## src/rtl/cbx_pkg.sv

```systemverilog
`timescale 1ns/1ps
package cbx_pkg;
  // fixed packet layout: neighbours decode these offsets and bits
  localparam int OFF_CTRL     = 2;
  localparam int OFF_LEN      = 3;
  localparam int OFF_NEXT     = 4;
  localparam int OFF_SG       = 8;
  localparam int OFF_HDR_LAST = 11;
  localparam int OFF_LIST     = 16;

  localparam int FLAG_VALID = 0;
  localparam int FLAG_DAT   = 2;
  localparam int FLAG_IEN   = 3;

  localparam int PAIR_SKIP = 5;
  localparam int PAIR_END  = 7;

  localparam logic [7:0] RSP_OK    = 8'h01;
  localparam logic [7:0] RSP_BAD   = 8'hFE;
  localparam logic [7:0] RSP_PROTO = 8'hC0;

  typedef enum logic [2:0] {
    S_IDLE = 3'd0,
    S_RD   = 3'd1,
    S_TAKE = 3'd2,
    S_RESP = 3'd3,
    S_FIN  = 3'd4
  } exec_state_t;
endpackage

```

## src/rtl/cbx_rst_sync.sv

```systemverilog
`timescale 1ns/1ps
module cbx_rst_sync (
  input  logic clk,
  input  logic rst_n,
  output logic rst_sn
);
  logic [1:0] sync_q;

  always_ff @(posedge clk or negedge rst_n) begin
    if (!rst_n) sync_q <= 2'b00;
    else        sync_q <= {sync_q[0], 1'b1};
  end

  assign rst_sn = sync_q[1];
endmodule

```

## src/rtl/cbx_hdr_regs.sv

```systemverilog
`timescale 1ns/1ps
module cbx_hdr_regs
  import cbx_pkg::*;
#(
  parameter int AW    = 32,
  parameter int LEN_W = 8,
  parameter int OFF_W = 12
) (
  input  logic             clk,
  input  logic             rst_n,
  input  logic             cap_en,
  input  logic [OFF_W-1:0] cap_off,
  input  logic [7:0]       cap_byte,
  output logic             flag_dat,
  output logic             flag_ien,
  output logic [LEN_W-1:0] len,
  output logic [AW-1:0]    next_ptr,
  output logic [AW-1:0]    sg_ptr
);
  localparam int PB = AW / 8;

  logic hit_ctrl, hit_len;
  logic unused_cap;

  assign hit_ctrl   = cap_en && (cap_off == OFF_W'(OFF_CTRL));
  assign hit_len    = cap_en && (cap_off == OFF_W'(OFF_LEN));
  assign unused_cap = ^cap_byte;

  always_ff @(posedge clk or negedge rst_n) begin
    if (!rst_n) begin
      flag_dat <= 1'b0;
      flag_ien <= 1'b0;
      len      <= '0;
    end else begin
      if (hit_ctrl) begin
        flag_dat <= cap_byte[FLAG_DAT];
        flag_ien <= cap_byte[FLAG_IEN];
      end
      if (hit_len) len <= cap_byte[LEN_W-1:0];
    end
  end

  // one byte lane per pointer byte, little-endian
  for (genvar g = 0; g < PB; g++) begin : g_ptr
    logic hit_next, hit_sg;
    assign hit_next = cap_en && (cap_off == OFF_W'(OFF_NEXT + g));
    assign hit_sg   = cap_en && (cap_off == OFF_W'(OFF_SG + g));

    always_ff @(posedge clk or negedge rst_n) begin
      if (!rst_n) begin
        next_ptr[8*g +: 8] <= 8'h00;
        sg_ptr[8*g +: 8]   <= 8'h00;
      end else begin
        if (hit_next) next_ptr[8*g +: 8] <= cap_byte;
        if (hit_sg)   sg_ptr[8*g +: 8]   <= cap_byte;
      end
    end
  end
endmodule

```

## src/rtl/cbx_pair_dec.sv

```systemverilog
`timescale 1ns/1ps
module cbx_pair_dec
  import cbx_pkg::*;
#(
  parameter int RA_W = 5
) (
  input  logic [7:0]      addr_byte,
  output logic [RA_W-1:0] reg_addr,
  output logic            is_end,
  output logic            is_skip
);
  logic unused_bits;

  assign reg_addr    = addr_byte[RA_W-1:0];
  assign is_end      = addr_byte[PAIR_END];
  assign is_skip     = addr_byte[PAIR_SKIP];
  assign unused_bits = ^addr_byte;
endmodule

```

## src/rtl/cbx_ctrl.sv

```systemverilog
`timescale 1ns/1ps
module cbx_ctrl
  import cbx_pkg::*;
#(
  parameter int AW    = 32,
  parameter int LEN_W = 8,
  parameter int RA_W  = 5,
  parameter int PC_W  = LEN_W + 2,
  parameter int OFF_W = PC_W + 2
) (
  input  logic             clk,
  input  logic             rst_n,
  input  logic             start,
  input  logic [AW-1:0]    base_addr,
  input  logic [7:0]       mem_rd_data,
  input  logic [LEN_W-1:0] len,
  input  logic             flag_ien,
  input  logic [RA_W-1:0]  dec_addr,
  input  logic             dec_end,
  input  logic             dec_skip,
  output logic             hdr_cap,
  output logic [OFF_W-1:0] cur_off,
  output logic             busy,
  output logic             mem_rd_en,
  output logic             mem_wr_en,
  output logic [AW-1:0]    mem_addr,
  output logic [7:0]       mem_wr_data,
  output logic             reg_wr_en,
  output logic [RA_W-1:0]  reg_addr,
  output logic [7:0]       reg_wr_data,
  output logic             done,
  output logic             err,
  output logic             irq
);
  exec_state_t      state_q, state_d;
  logic [OFF_W-1:0] off_q, off_d;
  logic [PC_W-1:0]  pcnt_q, pcnt_d;
  logic [AW-1:0]    base_q, base_d;
  logic [7:0]       rsp_q, rsp_d;
  logic [7:0]       pdata_q, pdata_d;
  logic             rwe_q, rwe_d;
  logic [RA_W-1:0]  raddr_q, raddr_d;
  logic [7:0]       rdata_q, rdata_d;

  logic [PC_W-1:0]  limit;
  logic             in_list, list_full;

  assign limit     = {len, 2'b00} + PC_W'(2);
  assign in_list   = off_q >= OFF_W'(OFF_LIST);
  assign list_full = in_list && !off_q[0] && (pcnt_q >= limit);

  always_comb begin
    state_d = state_q;
    off_d   = off_q;
    pcnt_d  = pcnt_q;
    base_d  = base_q;
    rsp_d   = rsp_q;
    pdata_d = pdata_q;
    rwe_d   = 1'b0;
    raddr_d = raddr_q;
    rdata_d = rdata_q;
    case (state_q)
      S_IDLE: begin
        if (start) begin
          base_d  = base_addr;
          off_d   = OFF_W'(OFF_CTRL);
          pcnt_d  = '0;
          state_d = S_RD;
        end
      end
      S_RD: begin
        if (list_full) begin
          rsp_d   = RSP_PROTO;
          state_d = S_RESP;
        end else begin
          state_d = S_TAKE;
        end
      end
      S_TAKE: begin
        state_d = S_RD;
        if (!in_list) begin
          if (off_q == OFF_W'(OFF_CTRL) && !mem_rd_data[FLAG_VALID]) begin
            rsp_d   = RSP_BAD;
            state_d = S_RESP;
          end else if (off_q == OFF_W'(OFF_HDR_LAST)) begin
            off_d = OFF_W'(OFF_LIST);
          end else begin
            off_d = off_q + 1'b1;
          end
        end else if (!off_q[0]) begin
          pdata_d = mem_rd_data;
          off_d   = off_q + 1'b1;
        end else begin
          rwe_d   = !dec_skip;
          raddr_d = dec_addr;
          rdata_d = pdata_q;
          if (dec_end) begin
            rsp_d   = RSP_OK;
            state_d = S_RESP;
          end else begin
            pcnt_d = pcnt_q + 1'b1;
            off_d  = off_q + 1'b1;
          end
        end
      end
      S_RESP:  state_d = S_FIN;
      S_FIN:   state_d = S_IDLE;
      default: state_d = S_IDLE;
    endcase
  end

  always_ff @(posedge clk or negedge rst_n) begin
    if (!rst_n) begin
      state_q <= S_IDLE;
      off_q   <= '0;
      pcnt_q  <= '0;
      base_q  <= '0;
      rsp_q   <= 8'h00;
      pdata_q <= 8'h00;
      rwe_q   <= 1'b0;
      raddr_q <= '0;
      rdata_q <= 8'h00;
    end else begin
      state_q <= state_d;
      off_q   <= off_d;
      pcnt_q  <= pcnt_d;
      base_q  <= base_d;
      rsp_q   <= rsp_d;
      pdata_q <= pdata_d;
      rwe_q   <= rwe_d;
      raddr_q <= raddr_d;
      rdata_q <= rdata_d;
    end
  end

  assign hdr_cap     = (state_q == S_TAKE) && !in_list;
  assign cur_off     = off_q;
  assign busy        = state_q != S_IDLE;
  assign mem_rd_en   = (state_q == S_RD) && !list_full;
  assign mem_wr_en   = state_q == S_RESP;
  assign mem_addr    = (state_q == S_RD) ? base_q + {{(AW-OFF_W){1'b0}}, off_q} : base_q;
  assign mem_wr_data = rsp_q;
  assign reg_wr_en   = rwe_q;
  assign reg_addr    = raddr_q;
  assign reg_wr_data = rdata_q;
  assign done        = state_q == S_FIN;
  assign err         = done && (rsp_q != RSP_OK);
  assign irq         = done && flag_ien;

  AST_ERR_ONLY_IN_DONE: assert property (@(posedge clk) disable iff (!rst_n)
    err |-> done);
  AST_DONE_SINGLE: assert property (@(posedge clk) disable iff (!rst_n)
    done |=> !done);
  AST_RESP_BEFORE_DONE: assert property (@(posedge clk) disable iff (!rst_n)
    done |-> $past(mem_wr_en));
  AST_OK_CODE_WRITTEN: assert property (@(posedge clk) disable iff (!rst_n)
    (done && !err) |-> ($past(mem_wr_data) == RSP_OK));
  AST_NO_WRITE_INVALID: assert property (@(posedge clk) disable iff (!rst_n)
    (mem_wr_en && mem_wr_data == RSP_BAD) |-> !reg_wr_en);
  AST_NO_READ_AT_END: assert property (@(posedge clk) disable iff (!rst_n)
    (mem_wr_en || done) |-> !mem_rd_en);
  AST_QUIET_WHEN_IDLE: assert property (@(posedge clk) disable iff (!rst_n)
    !busy |-> (!mem_rd_en && !mem_wr_en && !done));
endmodule

```

## src/rtl/cbx_exec.sv

```systemverilog
`timescale 1ns/1ps
module cbx_exec
  import cbx_pkg::*;
#(
  parameter int AW    = 32,
  parameter int LEN_W = 8,
  parameter int RA_W  = 5
) (
  input  logic            clk,
  input  logic            rst_n,
  input  logic            start,
  input  logic [AW-1:0]   base_addr,
  output logic            busy,
  output logic            mem_rd_en,
  output logic            mem_wr_en,
  output logic [AW-1:0]   mem_addr,
  input  logic [7:0]      mem_rd_data,
  output logic [7:0]      mem_wr_data,
  output logic            reg_wr_en,
  output logic [RA_W-1:0] reg_addr,
  output logic [7:0]      reg_wr_data,
  output logic [AW-1:0]   next_ptr,
  output logic [AW-1:0]   sg_ptr,
  output logic            data_phase,
  output logic            done,
  output logic            err,
  output logic            irq
);
  localparam int PC_W  = LEN_W + 2;
  localparam int OFF_W = PC_W + 2;

  logic             rst_sn;
  logic             hdr_cap;
  logic [OFF_W-1:0] cur_off;
  logic [LEN_W-1:0] len;
  logic             flag_ien;
  logic [RA_W-1:0]  dec_addr;
  logic             dec_end, dec_skip;

  cbx_rst_sync u_rst (
    .clk    (clk),
    .rst_n  (rst_n),
    .rst_sn (rst_sn)
  );

  cbx_hdr_regs #(.AW(AW), .LEN_W(LEN_W), .OFF_W(OFF_W)) u_hdr (
    .clk      (clk),
    .rst_n    (rst_sn),
    .cap_en   (hdr_cap),
    .cap_off  (cur_off),
    .cap_byte (mem_rd_data),
    .flag_dat (data_phase),
    .flag_ien (flag_ien),
    .len      (len),
    .next_ptr (next_ptr),
    .sg_ptr   (sg_ptr)
  );

  cbx_pair_dec #(.RA_W(RA_W)) u_dec (
    .addr_byte (mem_rd_data),
    .reg_addr  (dec_addr),
    .is_end    (dec_end),
    .is_skip   (dec_skip)
  );

  cbx_ctrl #(.AW(AW), .LEN_W(LEN_W), .RA_W(RA_W), .PC_W(PC_W), .OFF_W(OFF_W)) u_ctrl (
    .clk         (clk),
    .rst_n       (rst_sn),
    .start       (start),
    .base_addr   (base_addr),
    .mem_rd_data (mem_rd_data),
    .len         (len),
    .flag_ien    (flag_ien),
    .dec_addr    (dec_addr),
    .dec_end     (dec_end),
    .dec_skip    (dec_skip),
    .hdr_cap     (hdr_cap),
    .cur_off     (cur_off),
    .busy        (busy),
    .mem_rd_en   (mem_rd_en),
    .mem_wr_en   (mem_wr_en),
    .mem_addr    (mem_addr),
    .mem_wr_data (mem_wr_data),
    .reg_wr_en   (reg_wr_en),
    .reg_addr    (reg_addr),
    .reg_wr_data (reg_wr_data),
    .done        (done),
    .err         (err),
    .irq         (irq)
  );
endmodule

```

## config.mk

```make
export PLATFORM = sky130hd
export DESIGN_NAME = cbx_exec
export DESIGN_NICKNAME = d
export VERILOG_FILES = /design/src/rtl/cbx_pkg.sv /design/src/rtl/cbx_rst_sync.sv /design/src/rtl/cbx_hdr_regs.sv /design/src/rtl/cbx_pair_dec.sv /design/src/rtl/cbx_ctrl.sv /design/src/rtl/cbx_exec.sv
export SDC_FILE = /design/constraint.sdc
export NUM_CORES = 1
export LEC_CHECK = 0
export ABC_AREA = 1
export CORE_AREA = 10 10 167 169
export DETAILED_ROUTE_END_ITERATION = 10
export DIE_AREA = 0 0 177 179
export DONT_BUFFER_PORTS = 1
export SYNTH_ARGS = -nofsm -noshare
export SYNTH_HDL_FRONTEND = slang
export SYNTH_SLANG_ARGS = --single-unit
```

## constraint.sdc

```tcl
create_clock -name clk -period 7.2 [get_ports clk]
set_input_delay 0.72 -clock clk [delete_from_list [all_inputs] [get_ports clk]]
set_output_delay 0.72 -clock clk [all_outputs]
set_load 0.05 [all_outputs]
```

### After elaboration in Yosys (flattened, before gate mapping)

Cells that the tools add are included.

* bits in registers: 163
* logic and storage cells: 116

* add/sub/neg operators: 4
* $lt $le $gt $ge: 2
* equal/unequal tests: 25
* multiplexer cells: 29
* bitwise gates (word level): 1
* reduce and logical (&&, ||, !) cells: 33

Operators with widths (count)
* 12-bit 2-to-1 mux: 6
* 12-bit by 3-bit == test with 1-bit output, second input constant: 4
* 12-bit by 4-bit == test with 1-bit output, second input constant: 4
* 10-bit 2-to-1 mux: 4
* 8-bit 2-to-1 mux: 5
* 32-bit by 12-bit adder with 32-bit output: 1
* 32-bit 2-to-1 mux: 1
* 12-bit by 2-bit == test with 1-bit output, second input constant: 2
* 12-bit case mux with 2 select lines: 1
* 10-bit case mux with 2 select lines: 1
* 1-bit logical AND: 17
* 8-bit case mux with 2 select lines: 1
* 12-bit by 1-bit adder with 12-bit output, second input constant: 1
* 12-bit by 5-bit >= comparator with 1-bit output, second input constant: 1
* 3-bit case mux with 4 select lines: 1
* 10-bit by 1-bit adder with 10-bit output, second input constant: 1
* 10-bit by 2-bit adder with 10-bit output, second input constant: 1
* 10-bit >= comparator: 1
* 5-bit AND reduction: 2
* 3-bit 2-to-1 mux: 3
* 3-bit AND reduction: 3
* 8-bit by 1-bit != test with 1-bit output, second input constant: 1
* 3-bit by 2-bit == test with 1-bit output, second input constant: 2
* 2-bit by 1-bit != test with 1-bit output, second input constant: 3
* other kinds (16): 27

### Longest topological paths before layout

* depth in word-level cells: 5
* depth in mapped cells: 13

### Hierarchy

A second synthesis with hierarchy kept.

* cell total of the unflattened synthesis: 1079
* area, all modules: 8787.2 µm²

By module, submodules not included
* cbx_ctrl: instances 1, cells each 718, area each 5455.2 µm²
* cbx_hdr_regs: instances 1, cells each 351, area each 3225.6 µm²
* cbx_rst_sync: instances 1, cells each 3, area each 53.8 µm²
* cbx_pair_dec: instances 1, cells each 7, area each 52.6 µm²

### Worst setup path after synthesis

OpenSTA, ideal clock, no wires.

* kind: reg2out
* start: reg u_ctrl.off_q[0], in the netlist u_ctrl.cur_off[0]
* end: out mem_addr[8]
* arrival time: 2.518 ns
* data required time: 6.480 ns
* slack: 3.962 ns
* cell stages (with the launch flop): 11
* path through: dfrtp_1 > ha_1 > inv_1 > fa_1 > inv_1 > nand2_1 > nand3_1 > a21oi_1 > nand2_1 > nand2_1 > o21ai_0

* word-level cells in the longest chain between the ends: 2

Ends and longest elaborated chain
* start, declared: line cbx_ctrl.sv:36 `logic [OFF_W-1:0] off_q, off_d;`
* start signal, assigned: line cbx_ctrl.sv:115 `off_q <= '0;`
* start signal, assigned: line cbx_ctrl.sv:125 `off_q <= off_d;`
* 32-bit by 12-bit adder with 32-bit output: line cbx_ctrl.sv:141 `assign mem_addr = (state_q == S_RD) ? base_q + {{(AW-OFF_W){1'b0}}, off_q} : base_q;`
* 32-bit 2-to-1 mux: line cbx_ctrl.sv:141
* end, declared: line cbx_exec.sv:16 `output logic [AW-1:0] mem_addr,`

No other way between the ends.

### Final worst setup path

* start: reg u_ctrl.off_q[0], in the netlist u_ctrl.cur_off[0]
* end: out mem_addr[22]

Same word-level chain as after synthesis.

==> results.cfg <==
[layout]
design_area_um2 = 9250
drive_gt1_share_pct = 10.6
mostFrequentLayoutCells = 312 x nand2_1, 156 x dfrtp_1, 91 x inv_1, 76 x o21ai_1, 62 x nor2_1
layout_commonest_cell = nand2_1
area_delta_synth_final_pct = 9.52
fillers = 2511
nets = 1069

[power]
ir_worst_vdd_mv = 0.189
power.leakage_nw = 4.51
total_power_mw = 4.34
p_per_area_nw_per_um2 = 469

[clocking]
root_buffer = clkbuf_16
tritoncts = yes
cts_setup_buffers = 0
path_clk_slew_ns = 0.07
htreeDepth = 4
clockBufferDepth = 2
cts.sinks = 158
cts_made_buffers = 17
clk_latency_ns = 0.43

[drt]
vias_per_cell = 4.81
vias = 6456
first_pass_iters = 5
drc = 0
drt-total-wl_mm = 23.5
initialDrtViolationCount = 330
ant_nets = 0
wire_per_inst_um = 17.5

[grt]
overflow = 0
grt_pass1_vias = 6443
antenna_found_initial = 1
grt_pass1_wl_mm = 36.8
grt.total_usage_pct = 14.9
grt_max_degree = 66

[logic_synthesis]
synth_top_cell_area_share_pct = 46.8
synth_mux_area_share_pct = 2.44
synth_top_family_by_area = simple AND/OR/NAND/NOR gates
synth-xor-area-share_pct = 3.01
synth_nets = 1083
synth_seq_cells = 158
synth-simple-area-share_pct = 26.0
synth_area_leaders = dfrtp_1 47%, nand2_1 14%, inv_1 4.0%
syn-mean-instance-area_um2 = 8.34
synthDistinctLibCells = 44
synth_warnings = 0
synthCells = 1013
ys_seq_area_share_pct = 46.8
synth_compound_area_share_pct = 9.89
synth_top_area_cell = dfrtp_1
syn_area_um2 = 8450
synthAdderAreaFrac_pct = 4.09

[job]
drv_cap = 0

[sta]
tightest_slew_ns = 1.16
setup_viol = 0
finalCritPeriodShare_pct = 55.8
rsz0062_at_grt = false
hold_viol_final = 0
max_freq_mhz = 249
slew_headroom_pct = 21.9
skew_ns = 0.0118
finalCriticalPeriod_ns = 4.02
finalMaxSlewViolations = 0
final.setup.tns_ns = 0

[floorplanning]
floorplan.rows = 58
start_util_pct = 34.1
die-area_um2 = 31700
die_height_um = 179
pin_count = 168
core-area_um2 = 24700
die_w_um = 177

[setup_path]
cp.arrival_ns = 3.30
crit_type = reg2out
startpoint_type = flip-flop
worstPathMaxFanout = 14
cp.required_ns = 6.48
critPathCaptureType = output port

[placement]
placed_area_um2 = 8640
place_congestion = 0.884
dp_hpwl_mm = 16.8
port_buffers = 0

[outcome]
outcome = complete, no violations

[worst_hold_path]
hp-class = in2reg
registers in the layout, indices dropped and copies added, names as in the netlist, 5 cells and up:
signal	cells
u_ctrl.reg_addr	5
u_hdr.len	8
u_hdr.next_ptr	32
u_ctrl.cur_off	12
u_hdr.sg_ptr	32
u_ctrl.pdata_q	8
u_ctrl.reg_wr_data	8
u_ctrl.base_q	32
u_ctrl.pcnt_q	10
cells by family after synthesis:
| family | Yosys count |
|---|---|
| simple gates | 487 |
| flops | 158 |
| compound gates | 154 |
| buf+inv | 139 |
| xor+xnor | 29 |
| fa+ha+maj | 27 |
| mux | 18 |
| other cells | 1 |
power by group:
part | leakage (nW) | internal [mW] | switching (mW)
clock network | 0.293 | 0.468 | 0.438
logic | 2.49 | 0.388 | 1.22
registers | 1.73 | 1.15 | 0.681
Yosys cell counts, drive strengths merged:
cell / count
inv: 101
nor2: 77
xor2: 21
o22ai: 1
xnor2: 8
or2: 3
nor3: 20
o21bai: 4
o211ai: 1
fa: 1
nand4: 9
nor3b: 1
o21ai: 113
mux2: 18
o21a: 1
o2111ai: 1
dfrtp: 158
nand2: 321
conb: 1
a21oi: 33
and2: 2
clkbuf: 7
ha: 26
nand3: 49
nand3b: 4
nor4: 1
buf: 31
metrics by stage:
step | hold WS (ns) | worst slack, ns | util [%] | std cells
floorplan | 0.331 | 2.47 | - | 1013
global placement | 0.337 | 3.63 | 34.9 | 1309
detailed placement | 0.343 | 3.62 | 34.9 | 1309
CTS | 0.330 | 3.15 | 37.4 | 1342
global route | 0.327 | 2.93 | 37.4 | 1343
finish | 0.345 | 3.18 | 37.4 | 1343
metal layers:
layer	GRT usage, %	wire length (um)	share of wire, %	vias up
li1	-	-	-	3217
met1	18.8	10300	44	3016
met2	22.8	10600	45	186
met3	5.20	1930	8.2	37
met4	6.51	717	3.1	0
met5	0	0	0	-
critical path: stages, from the launching register on:
cell     delay (ns)
dfrtp_1        0.61
ha_1           0.24
inv_1          0.05
fa_1           0.43
inv_1          0.08
nand2_1        0.05
nand3_1        0.15
nand2_1        0.12
nand2_1        0.19
nand2_1        0.09
xnor2_1        0.86
path summary, 6_finish.rpt:
check / startpoint / to / slack (ns) / cells after the start
setup / recovery: u_ctrl.cur_off[0] / mem_addr[22] / 3.18 / 10
hold / removal: mem_rd_data[5] / u_ctrl.reg_wr_en / 0.35 / 1
setup reg to reg: u_ctrl.state_q[2] / u_ctrl.cur_off[2] / 4.95 / 9
hold reg to reg: u_rst.sync_q[0] / u_rst.sync_q[1] / 0.35 / 0
max in group asynchronous: u_rst.sync_q[1] / u_hdr.next_ptr[19] / 5.36 / 1
min in group asynchronous: u_rst.sync_q[1] / u_ctrl.base_q[24] / 0.45 / 0
cell type report:
| type | instances | area [um^2] | share of cell area, % |
|---|---|---|---|
| Antenna cell | 1 | 2.50 | 0.0270 |
| Clock buffer | 17 | 425 | 4.60 |
| Clock inverter | 15 | 170 | 1.84 |
| Inverter | 101 | 387 | 4.18 |
| Multi-Input combinational cell | 716 | 3860 | 41.7 |
| Sequential cell | 158 | 3960 | 42.8 |
| Tap cell | 330 | 413 | 4.46 |
| Timing Repair Buffer | 5 | 40.0 | 0.433 |
timing repair:
action	4_1_cts	5_1_grt
hold endpoints to repair	2	0
gates resized for setup	0	0
hold buffers	1	0
(Power assumes the default switching activity.)
